### src/rtl/burst_sram_pkg.sv
package burst_sram_pkg;
    typedef enum logic [1:0] {
        K_NONE  = 2'd0,
        K_READ  = 2'd1,
        K_WRITE = 2'd2,
        K_DESEL = 2'd3
    } acc_kind_e;
endpackage

### src/rtl/bsr_in_reg.sv
module bsr_in_reg #(
    parameter int ADDR_W = 6,
    parameter int LANES  = 4,
    parameter int LANE_W = 8
) (
    input  logic                    clk,
    input  logic                    rst_n,
    input  logic [ADDR_W-1:0]       addr,
    input  logic [LANES*LANE_W-1:0] dq_in,
    input  logic                    strb_cpu,
    input  logic                    strb_ctl,
    input  logic                    burst_step,
    input  logic                    order_sel,
    input  logic                    wr_all,
    input  logic                    lane_wr_en,
    input  logic [LANES-1:0]        lane_sel,
    input  logic                    sel_a,
    input  logic                    sel_b,
    input  logic                    sel_c_n,
    output logic [ADDR_W-1:0]       q_addr,
    output logic [LANES*LANE_W-1:0] q_data,
    output logic                    q_cpu,
    output logic                    q_ctl,
    output logic                    q_step,
    output logic                    q_order,
    output logic                    q_all,
    output logic                    q_lwe,
    output logic [LANES-1:0]        q_lsel,
    output logic                    q_sel
);
    localparam int DW = LANES * LANE_W;

    typedef struct packed {
        logic [ADDR_W-1:0] addr;
        logic [DW-1:0]     data;
        logic              cpu;
        logic              ctl;
        logic              step;
        logic              order;
        logic              all;
        logic              lwe;
        logic [LANES-1:0]  lsel;
        logic              sel;
    } cap_t;

    cap_t cap_d, cap_q;

    always_comb begin
        cap_d.addr  = addr;
        cap_d.data  = dq_in;
        cap_d.cpu   = strb_cpu;
        cap_d.ctl   = strb_ctl;
        cap_d.step  = burst_step;
        cap_d.order = order_sel;
        cap_d.all   = wr_all;
        cap_d.lwe   = lane_wr_en;
        cap_d.lsel  = lane_sel;
        cap_d.sel   = sel_a & sel_b & ~sel_c_n;
    end

    always_ff @(posedge clk or negedge rst_n) begin
        if (!rst_n) cap_q <= '0;
        else        cap_q <= cap_d;
    end

    assign q_addr  = cap_q.addr;
    assign q_data  = cap_q.data;
    assign q_cpu   = cap_q.cpu;
    assign q_ctl   = cap_q.ctl;
    assign q_step  = cap_q.step;
    assign q_order = cap_q.order;
    assign q_all   = cap_q.all;
    assign q_lwe   = cap_q.lwe;
    assign q_lsel  = cap_q.lsel;
    assign q_sel   = cap_q.sel;
endmodule

### src/rtl/bsr_burst_ctrl.sv
module bsr_burst_ctrl
    import burst_sram_pkg::*;
#(
    parameter int ADDR_W = 6,
    parameter int LANES  = 4
) (
    input  logic              clk,
    input  logic              rst_n,
    input  logic [ADDR_W-1:0] q_addr,
    input  logic              q_cpu,
    input  logic              q_ctl,
    input  logic              q_step,
    input  logic              q_order,
    input  logic              q_all,
    input  logic              q_lwe,
    input  logic [LANES-1:0]  q_lsel,
    input  logic              q_sel,
    output acc_kind_e         kind,
    output logic [ADDR_W-1:0] acc_addr,
    output logic [LANES-1:0]  wr_mask
);
    typedef struct packed {
        logic              open;
        logic [ADDR_W-1:0] base;
        logic [1:0]        cnt;
    } bst_t;

    bst_t bst_d, bst_q;
    logic [LANES-1:0] lanes;
    logic             strobe;
    logic [1:0]       cnt_n;
    logic [1:0]       low_n;

    always_comb begin
        bst_d    = bst_q;
        kind     = K_NONE;
        acc_addr = bst_q.base;
        wr_mask  = '0;
        strobe   = q_cpu | q_ctl;
        lanes    = q_all ? '1 : (q_lwe ? q_lsel : '0);
        cnt_n    = bst_q.cnt + {1'b0, q_step};
        low_n    = q_order ? (bst_q.base[1:0] ^ cnt_n)
                           : (bst_q.base[1:0] + cnt_n);
        if (strobe && q_sel) begin
            bst_d.open = 1'b1;
            bst_d.base = q_addr;
            bst_d.cnt  = 2'd0;
            acc_addr   = q_addr;
            wr_mask    = q_cpu ? '0 : lanes;
            kind       = (|wr_mask) ? K_WRITE : K_READ;
        end else if (strobe) begin
            bst_d.open = 1'b0;
            kind       = K_DESEL;
        end else if (bst_q.open) begin
            bst_d.cnt = cnt_n;
            acc_addr  = {bst_q.base[ADDR_W-1:2], low_n};
            wr_mask   = lanes;
            kind      = (|lanes) ? K_WRITE : K_READ;
        end
    end

    always_ff @(posedge clk or negedge rst_n) begin
        if (!rst_n) bst_q <= '0;
        else        bst_q <= bst_d;
    end
endmodule

### src/rtl/bsr_array.sv
module bsr_array
    import burst_sram_pkg::*;
#(
    parameter int ADDR_W = 6,
    parameter int LANES  = 4,
    parameter int LANE_W = 8
) (
    input  logic                    clk,
    input  logic                    rst_n,
    input  acc_kind_e               kind,
    input  logic [ADDR_W-1:0]       acc_addr,
    input  logic [LANES-1:0]        wr_mask,
    input  logic [LANES*LANE_W-1:0] wdata,
    output logic [LANES*LANE_W-1:0] rdata
);
    localparam int DEPTH = 1 << ADDR_W;

    logic [ADDR_W-1:0] rd_addr_d, rd_addr_q;

    always_comb begin
        rd_addr_d = (kind == K_READ) ? acc_addr : rd_addr_q;
    end

    always_ff @(posedge clk or negedge rst_n) begin
        if (!rst_n) rd_addr_q <= '0;
        else        rd_addr_q <= rd_addr_d;
    end

    for (genvar g = 0; g < LANES; g++) begin : g_lane
        logic [LANE_W-1:0] lane_mem [DEPTH];

        always_ff @(posedge clk) begin
            if (wr_mask[g]) lane_mem[acc_addr] <= wdata[g*LANE_W +: LANE_W];
        end

        assign rdata[g*LANE_W +: LANE_W] = lane_mem[rd_addr_q];
    end
endmodule

### src/rtl/bsr_out_stage.sv
module bsr_out_stage
    import burst_sram_pkg::*;
#(
    parameter int DW = 32
) (
    input  logic          clk,
    input  logic          rst_n,
    input  acc_kind_e     kind_s1,
    input  logic [DW-1:0] rdata,
    output acc_kind_e     kind_s2,
    output logic [DW-1:0] dq_out,
    output logic          dq_oe
);
    typedef struct packed {
        acc_kind_e     s2;
        acc_kind_e     s3;
        logic [DW-1:0] dout;
        logic          oe;
    } os_t;

    os_t os_d, os_q;

    always_comb begin
        os_d    = os_q;
        os_d.s2 = kind_s1;
        os_d.s3 = os_q.s2;
        if (os_q.s2 == K_READ) begin
            os_d.dout = rdata;
            os_d.oe   = 1'b1;
        end else if (os_q.s3 == K_DESEL) begin
            os_d.oe = 1'b0;
        end
    end

    always_ff @(posedge clk or negedge rst_n) begin
        if (!rst_n) os_q <= '{s2: K_NONE, s3: K_NONE, dout: '0, oe: 1'b0};
        else        os_q <= os_d;
    end

    assign kind_s2 = os_q.s2;
    assign dq_out  = os_q.dout;
    assign dq_oe   = os_q.oe;
endmodule

### src/rtl/burst_sram.sv
module burst_sram
    import burst_sram_pkg::*;
#(
    parameter int ADDR_W = 6,
    parameter int LANES  = 4,
    parameter int LANE_W = 8
) (
    input  logic                    clk,
    input  logic                    rst_n,
    input  logic [ADDR_W-1:0]       addr,
    input  logic [LANES*LANE_W-1:0] dq_in,
    output logic [LANES*LANE_W-1:0] dq_out,
    output logic                    dq_oe,
    input  logic                    strb_cpu,
    input  logic                    strb_ctl,
    input  logic                    burst_step,
    input  logic                    order_sel,
    input  logic                    wr_all,
    input  logic                    lane_wr_en,
    input  logic [LANES-1:0]        lane_sel,
    input  logic                    sel_a,
    input  logic                    sel_b,
    input  logic                    sel_c_n
);
    localparam int DW = LANES * LANE_W;

    logic [ADDR_W-1:0] q_addr;
    logic [DW-1:0]     q_data;
    logic              q_cpu, q_ctl, q_step, q_order, q_all, q_lwe, q_sel;
    logic [LANES-1:0]  q_lsel;
    acc_kind_e         kind_s1, kind_s2;
    logic [ADDR_W-1:0] acc_addr;
    logic [LANES-1:0]  wr_mask;
    logic [DW-1:0]     rdata;

    bsr_in_reg #(.ADDR_W(ADDR_W), .LANES(LANES), .LANE_W(LANE_W)) i_in_reg (
        .clk(clk), .rst_n(rst_n), .addr(addr), .dq_in(dq_in),
        .strb_cpu(strb_cpu), .strb_ctl(strb_ctl), .burst_step(burst_step),
        .order_sel(order_sel), .wr_all(wr_all), .lane_wr_en(lane_wr_en),
        .lane_sel(lane_sel), .sel_a(sel_a), .sel_b(sel_b), .sel_c_n(sel_c_n),
        .q_addr(q_addr), .q_data(q_data), .q_cpu(q_cpu), .q_ctl(q_ctl),
        .q_step(q_step), .q_order(q_order), .q_all(q_all), .q_lwe(q_lwe),
        .q_lsel(q_lsel), .q_sel(q_sel)
    );

    bsr_burst_ctrl #(.ADDR_W(ADDR_W), .LANES(LANES)) i_ctrl (
        .clk(clk), .rst_n(rst_n), .q_addr(q_addr), .q_cpu(q_cpu),
        .q_ctl(q_ctl), .q_step(q_step), .q_order(q_order), .q_all(q_all),
        .q_lwe(q_lwe), .q_lsel(q_lsel), .q_sel(q_sel),
        .kind(kind_s1), .acc_addr(acc_addr), .wr_mask(wr_mask)
    );

    bsr_array #(.ADDR_W(ADDR_W), .LANES(LANES), .LANE_W(LANE_W)) i_array (
        .clk(clk), .rst_n(rst_n), .kind(kind_s1), .acc_addr(acc_addr),
        .wr_mask(wr_mask), .wdata(q_data), .rdata(rdata)
    );

    bsr_out_stage #(.DW(DW)) i_out (
        .clk(clk), .rst_n(rst_n), .kind_s1(kind_s1), .rdata(rdata),
        .kind_s2(kind_s2), .dq_out(dq_out), .dq_oe(dq_oe)
    );
endmodule

### config.mk
export PLATFORM = sky130hd
export DESIGN_NAME = burst_sram
export DESIGN_NICKNAME = d
export VERILOG_FILES = /design/src/rtl/burst_sram_pkg.sv /design/src/rtl/bsr_in_reg.sv /design/src/rtl/bsr_burst_ctrl.sv /design/src/rtl/bsr_array.sv /design/src/rtl/bsr_out_stage.sv /design/src/rtl/burst_sram.sv
export SDC_FILE = /design/constraint.sdc
export NUM_CORES = 2
export LEC_CHECK = 0
export ABC_AREA = 1
export BUFFER_PORTS_ARGS = -buffer_cell sky130_fd_sc_hd__buf_2
export CAP_MARGIN = 30
export CORE_MARGIN = 1
export CORE_UTILIZATION = 35
export CTS_BUF_LIST = sky130_fd_sc_hd__clkbuf_2
export CTS_CLUSTER_DIAMETER = 50
export CTS_CLUSTER_SIZE = 24
export DETAILED_ROUTE_END_ITERATION = 10
export PLACE_DENSITY_LB_ADDON = 0.05
export SETUP_SLACK_MARGIN = 0.3
export SLEW_MARGIN = 5
export SYNTH_ARGS = -nofsm -noshare
export SYNTH_HDL_FRONTEND = slang
export SYNTH_SLANG_ARGS = --single-unit
### constraint.sdc
create_clock -name clk -period 6.5 [get_ports clk]
set_input_delay 0.65 -clock clk [delete_from_list [all_inputs] [get_ports clk]]
set_output_delay 0.65 -clock clk [all_outputs]
set_load 0.05 [all_outputs]
; ---- Word level (Yosys, flattened, before mapping)
; Memory sizes are Yosys's and may differ from the RTL's. A register that Yosys moved wholly into a read port is not among the register bits.
; Index checks and enable logic that the tools add are counted.
[op_classes]
mux = 30
n_reduce_logical = 11
eq_ne = 4
div = 0
n_shift = 0
order_cmp = 0
bitwise = 5
n_mul = 0
add_sub_neg = 2
[ops]
columns = cell, count
row1 = $mux W4, 6
row2 = $mux W2, 11
row3 = $mux W1, 12
row4 = $reduce_or A4 Y1, 2
row5 = $mux W6, 1
row6 = $reduce_bool A2 Y1, 3
row7 = $eq A2 B1 Y1 const B, 2
row8 = $logic_not A1 Y1, 4
row9 = $add A2 B1 Y2, 1
row10 = $add A2 B2 Y2, 1
row11 = $and A1 B1 Y1, 2
row12 = $eq A2 B2 Y1 const B, 1
row13 = $ne A2 B2 Y1 const B, 1
row14 = $reduce_and A2 Y1, 1
row15 = $xor A2 B2 Y2, 1
row16 = $logic_and A1 B1 Y1, 1
row17 = $not A1 Y1, 1
row18 = $or A1 B1 Y1, 1
[word_totals]
inputBits = 53
latch_bits = 0
register_bits = 69
ram_bits = 2048
rom_bits = 0
mem_count = 4
[memory_table]
columns = name, depth, word_bits, rd, rd_ports_with_merged_regs, write_ports, line
row1 = i_array.g_lane[0].lane_mem, 64, 8, 1, 1, 1, bsr_array.sv:30  ; logic [LANE_W-1:0] lane_mem [DEPTH];
row2 = i_array.g_lane[1].lane_mem, 64, 8, 1, 1, 1, bsr_array.sv:30
row3 = i_array.g_lane[2].lane_mem, 64, 8, 1, 1, 1, bsr_array.sv:30
row4 = i_array.g_lane[3].lane_mem, 64, 8, 1, 1, 1, bsr_array.sv:30

; ---- Depth between registers and ports, before layout
[depth]
depth_word = 8
ltp_mapped = 13
mapped_depth_nobuf = 11

; ---- Hierarchy
; From an unflattened synthesis, not the netlist that was laid out.
[unflattened]
cells_unflattened = 7346
hier_area_um2 = 86849.5
[by_module_without_submodules]
columns = module, seq_area_each_um2, cells_each, instances, area_per_inst_um2
row1 = bsr_array, 61649.1, 7031, 1, 83329.9
row2 = bsr_out_stage, 925.9, 182, 1, 1690.4
row3 = bsr_in_reg, 1226.2, 51, 1, 1236.2
row4 = bsr_burst_ctrl, 225.2, 82, 1, 593.1

; ---- Least setup slack after synthesis
; No wires, ideal clock.
[synth_path]
kind = flip-flop to flip-flop
start = register i_ctrl.bst_q[0] (netlist name)
end = memory i_array.g_lane[0].lane_mem[26][0] (enable)
setup_ns = 0.370
setup_slack_ns = 3.880
t_arrival_ns = 2.250
stages_incl_launch_ff = 9
period_less_slack_ns = 2.620
path_cell_list = dfrtp_1 ha_1 ha_1 nand2_1 and3_1 buf_2 clkbuf_1 nand4_1 nor2_1
[synth_between]
elab_chain_cells = 6
word_cells_on_any_way = 7
[synth_lines]
columns = item, line
row1 = start: declaration, bsr_burst_ctrl.sv:28  ; bst_t bst_d, bst_q;
row2 = start signal: assignment, bsr_burst_ctrl.sv:64  ; else bst_q <= bst_d;
row3 = $add A2 B1 Y2 *, bsr_burst_ctrl.sv:41  ; cnt_n = bst_q.cnt + {1'b0, q_step};
row4 = $add A2 B2 Y2 or $xor A2 B2 Y2 (tied branches), "bsr_burst_ctrl.sv:43, bsr_burst_ctrl.sv:42"
row5 = $mux W2 *, bsr_burst_ctrl.sv:42  ; low_n = q_order ? (bst_q.base[1:0] ^ cnt_n)
row6 = $mux W2 *, bsr_burst_ctrl.sv:54  ; end else if (bst_q.open) begin
row7 = $mux W2 *, bsr_burst_ctrl.sv:51  ; end else if (strobe) begin
row8 = $mux W6 *, bsr_burst_ctrl.sv:44  ; if (strobe && q_sel) begin
row9 = end: declaration, bsr_array.sv:30
; Mark *: on every way between the ends. The rest lies on a longest branch, timed or not.

; ---- Final worst setup path
[layout_path]
start = register i_ctrl.bst_q[0] (netlist name)
end = memory i_array.g_lane[3].lane_mem[36][3] (enable)
[layout_between]
elab_chain_cells = 6
word_cells_on_any_way = 7
[layout_lines]
columns = item, line
row1 = $add A2 B1 Y2 *, bsr_burst_ctrl.sv:41
row2 = $add A2 B2 Y2 or $xor A2 B2 Y2 (tied branches), "bsr_burst_ctrl.sv:43, bsr_burst_ctrl.sv:42"
row3 = $mux W2 *, bsr_burst_ctrl.sv:42
row4 = $mux W2 *, bsr_burst_ctrl.sv:54
row5 = $mux W2 *, bsr_burst_ctrl.sv:51
row6 = $mux W6 *, bsr_burst_ctrl.sv:44
row7 = end: declaration, bsr_array.sv:30
; Marked as above.

==> results.txt <==
The run finished with clean final reports. Synthesis inferred 2149 register bits. The initial antenna violation count came out at 32.

The total negative slack for setup checks is 0 ns. After synthesis, the share of flip-flops with an asynchronous set or reset is 0.0470. The commonest cells after synthesis are nand2_1, edfxtp_1, nand3_1. The peak ir drop on the vdd network came out at 0.000257 V.

The area of the core is 244000 sq um. Measured on the finished design, the core utilization comes to 0.392. The share of the Yosys chip area taken by registers is 0.744. The cell area after layout came out at 95500 sq um. The timing startpoint of the critical path is i_ctrl.bst_q[0]. The deepest level of the CTS H-tree is 4. In this run the critical register-to-register path is captured at i_array.g_lane[3].lane_mem[36][3].

The net count of the mapped netlist is 7285. The number of resized instances in the post-cts repair step came out at 0. The yosys synthesis warning count came out at 0. The synthesis-to-finish area growth is 11.0%.

Dividing total power by cell area gives a power density of 325 nW/um^2. The number of top-level pins is 86. The data required time at the worst endpoint is 8.06 ns. The maximum clock insertion buffer count is 3. The total placed instance area is 90200 sq um. The largest net degree at the start of global routing came out at 201. The number of synthesized flops with an enable pin came out at 2048. The number of remaining DRC errors came out at 0.

The critical path endpoint is i_array.g_lane[3].lane_mem[36][3]. The wire length per cell after detailed routing came out at 27.3 um. Summed over all cells, the static leakage comes to 32.9 nW.

The die covers 248000 sq um. The cell depth of the worst flop-to-flop path is 8. The worst hold-check path type is in -> reg. The total congestion overflow came out at 0. The worst clock skew on the final layout is 0.162 ns. The TritonCTS buffer count is 234.

Summed over all instances, the cell type with the most area after synthesis is edfxtp_1. The first TritonRoute pass finished after 6 iterations. The mean number of vias per cell came out at 5.26.

The area of combinational cells with multiple inputs came out at 19800 sq um. The first global-routing pass estimated 418000 um of wire. The overall routed net length is 295000 um.

The clock transition at the registers of the reported paths is 0.26 ns. The final hold slack came out at 0.359 ns. The cell at the root of the clock tree is clkbuf_2. The flip-flop cell with the highest count after synthesis is edfxtp_1.

The startpoint identified for the worst register-to-register timing path is i_ctrl.bst_q[0]. The global placement routability congestion is 0.821. For the finished layout, the period the worst path requires is 5.10 ns.

The DRC violation total after the first TritonRoute iteration is 5309. Ranked by total cell area, the synthesized netlist is headed by edfxtp_1, nand3_1, nand2_1, dfrtp_1, clkbuf_1. The critical path in this run is classified as reg -> reg. The count of buffers added on input and output ports is 85. The flip-flop and latch area came out at 64100 sq um. The TritonCTS clock tree is built. Yosys instantiated no cell more often than nand2_1. The quantity of hold-fixing buffers added after cts came out at 157. The total power after layout is 31.0 mW. The die outline height came out at 498 um. The final count of pins violating max slew was 0. The total number of placement rows came out at 181. The initial cell density of the core came out at 0.353. The number of endpoints failing setup at the final stage is 0.

Detailed routing inserted a total of 56800 vias. Setup repair after global routing left no endpoint under its margin. The arrival time of data at the critical path endpoint is 6.66 ns.

The number of different library cells used by synthesis comes to 27. Of the post-synthesis cell area, the dominant cell type holds 0.715. Based on the critical path, the design can be clocked at up to 196 MHz. The worst slew slack as a fraction of its limit came out at 0.138.

The buffer count from post-CTS setup fixing came out at 0. A synthesized cell averages 11.9 sq um. Along the worst path, the maximum fanout reaches 20.

After legalization and detailed placement, the total HPWL measured 179000 um. The global-route total usage across every layer came out at 0.235. Across the run, the number of max-cap violations was 0. Of the available clock period, the critical path in the final layout requires 0.784.

The post-route antenna net violation count is 0. Of the cells placed in the final design, the portion with a size suffix greater than 1 is 0.0992. The number of nets in the layout came out at 7424. The final hold violation count is 0.

The cell count after synthesis came out at 7230. The number of sinks handled by clock tree synthesis came out at 2149. STA classifies the critical path endpoint as a register. For the pin with the worst max-slew slack, the measured transition is 1.29 ns. The later-pin clock latency in the skew report is 2.01 ns. The reg-to-reg setup timing slack is 1.40 ns.

The cell area that synthesis handed to floorplanning was 86000 sq um. The die width came out at 498 um. The number of global-route vias before repair is 56300. The filler cells instantiated in the layout total 23700. The worst setup path is launched from a register.
-- how the worst min path moves through the flow --
stage / from / endpoint / cells after the start
finish: dq_in[31] / i_in_reg.q_data[31] / 4
global placement: i_out.kind_s2[0] / i_out.os_q[33] / 0
CTS: dq_in[13] / i_in_reg.q_data[13] / 4
global route: dq_in[31] / i_in_reg.q_data[31] / 4
floorplan: rst_n / i_array.rd_addr_q[0] / 0
detailed placement: i_out.kind_s2[0] / i_out.os_q[33] / 0
-- state kept, by name, indices dropped and copies added (netlist names) --
name	count
i_array.rd_addr_q	6
i_in_reg.q_sel	1
i_in_reg.q_order	1
i_in_reg.q_step	1
i_in_reg.q_all	1
i_in_reg.q_addr	6
i_in_reg.q_ctl	1
i_out.dq_oe	1
i_out.dq_out	32
i_in_reg.q_cpu	1
i_in_reg.q_lsel	4
i_out.kind_s2	2
i_array.g_lane.lane_mem	2048
i_ctrl.bst_q	9
i_in_reg.q_lwe	1
i_in_reg.q_data	32
i_out.os_q	2
-- cells in the final DEF (no fill, tap or decap), types with 17 or more instances in the layout --
master and count:
clkinv_2 17, buf_2 84, diode_2 28, inv_6 42
clkinv_1 21, dfrtp_2 33, bufinv_16 23, edfxtp_1 2048
buf_8 20, clkinvlp_4 20, inv_8 28, nand2_1 2184
nand4_1 34, nor2_1 265, clkinv_8 17, nand3_1 2020
dlygate4sd3_1 156, dfrtp_1 63, buf_4 114, clkbuf_2 259
-- layer usage --
layer  vias to the layer above  share of wire  global-route usage
met4                        16          0.031              0.0779
met1                     28700           0.46               0.332
li1                      26000              -                   -
met2                      1677           0.46               0.369
met5                         -        0.00038                   0
met3                       403          0.053              0.0359
-- kinds of logic (layout without fill, tap and decap cells) --
| group | Yosys count | after routing | share of synthesized area |
|---|---|---|---|
| flip-flops | 2149 | 2149 | 0.744 |
| AND/OR/NAND/NOR | 4523 | 4523 | 0.229 |
| other | 0 | 28 | 0 |
| adder cells (fa/ha/maj) | 2 | 2 | 0.000291 |
| buffers and inverters | 541 | 883 | 0.0258 |
| XOR/XNOR | 1 | 1 | 0.000102 |
| AO/OA/AOI/OAI | 14 | 14 | 0.000887 |
-- worst max-delay path: stages (launching register included) --
cell      delay, ns
dfrtp_1        0.45
ha_1           0.33
ha_1           0.28
nand2_1        0.09
and3_1         0.74
clkinv_1       0.75
nor3_4         0.49
nand2_1        0.69
nor2_1         0.84
-- power breakdown --
part           total (mW)  internal (mW)  switching, mW
clock                7.91           2.44           5.46
sequential           15.6           15.3          0.276
combinational        7.55           1.89           5.65
total                31.0           19.6           11.4
-- stage by stage --
stage	worst slack [ns]	std cells
floorplan	3.88	7230
global placement	1.49	10100
detailed placement	1.60	10200
CTS	1.46	10800
global route	1.15	10800
finish	1.40	10800
-- cell type report --
cell class	count	share of cell area
inverters	24	0.00123
well taps	3202	0.0420
clock inverters	180	0.0216
multi-input cells	4540	0.207
clock buffers	259	0.0136
flip-flops and latches	2149	0.671
diodes	28	0.000734
repair buffers	420	0.0423
Note: power is estimated with default switching activity, not from simulation.
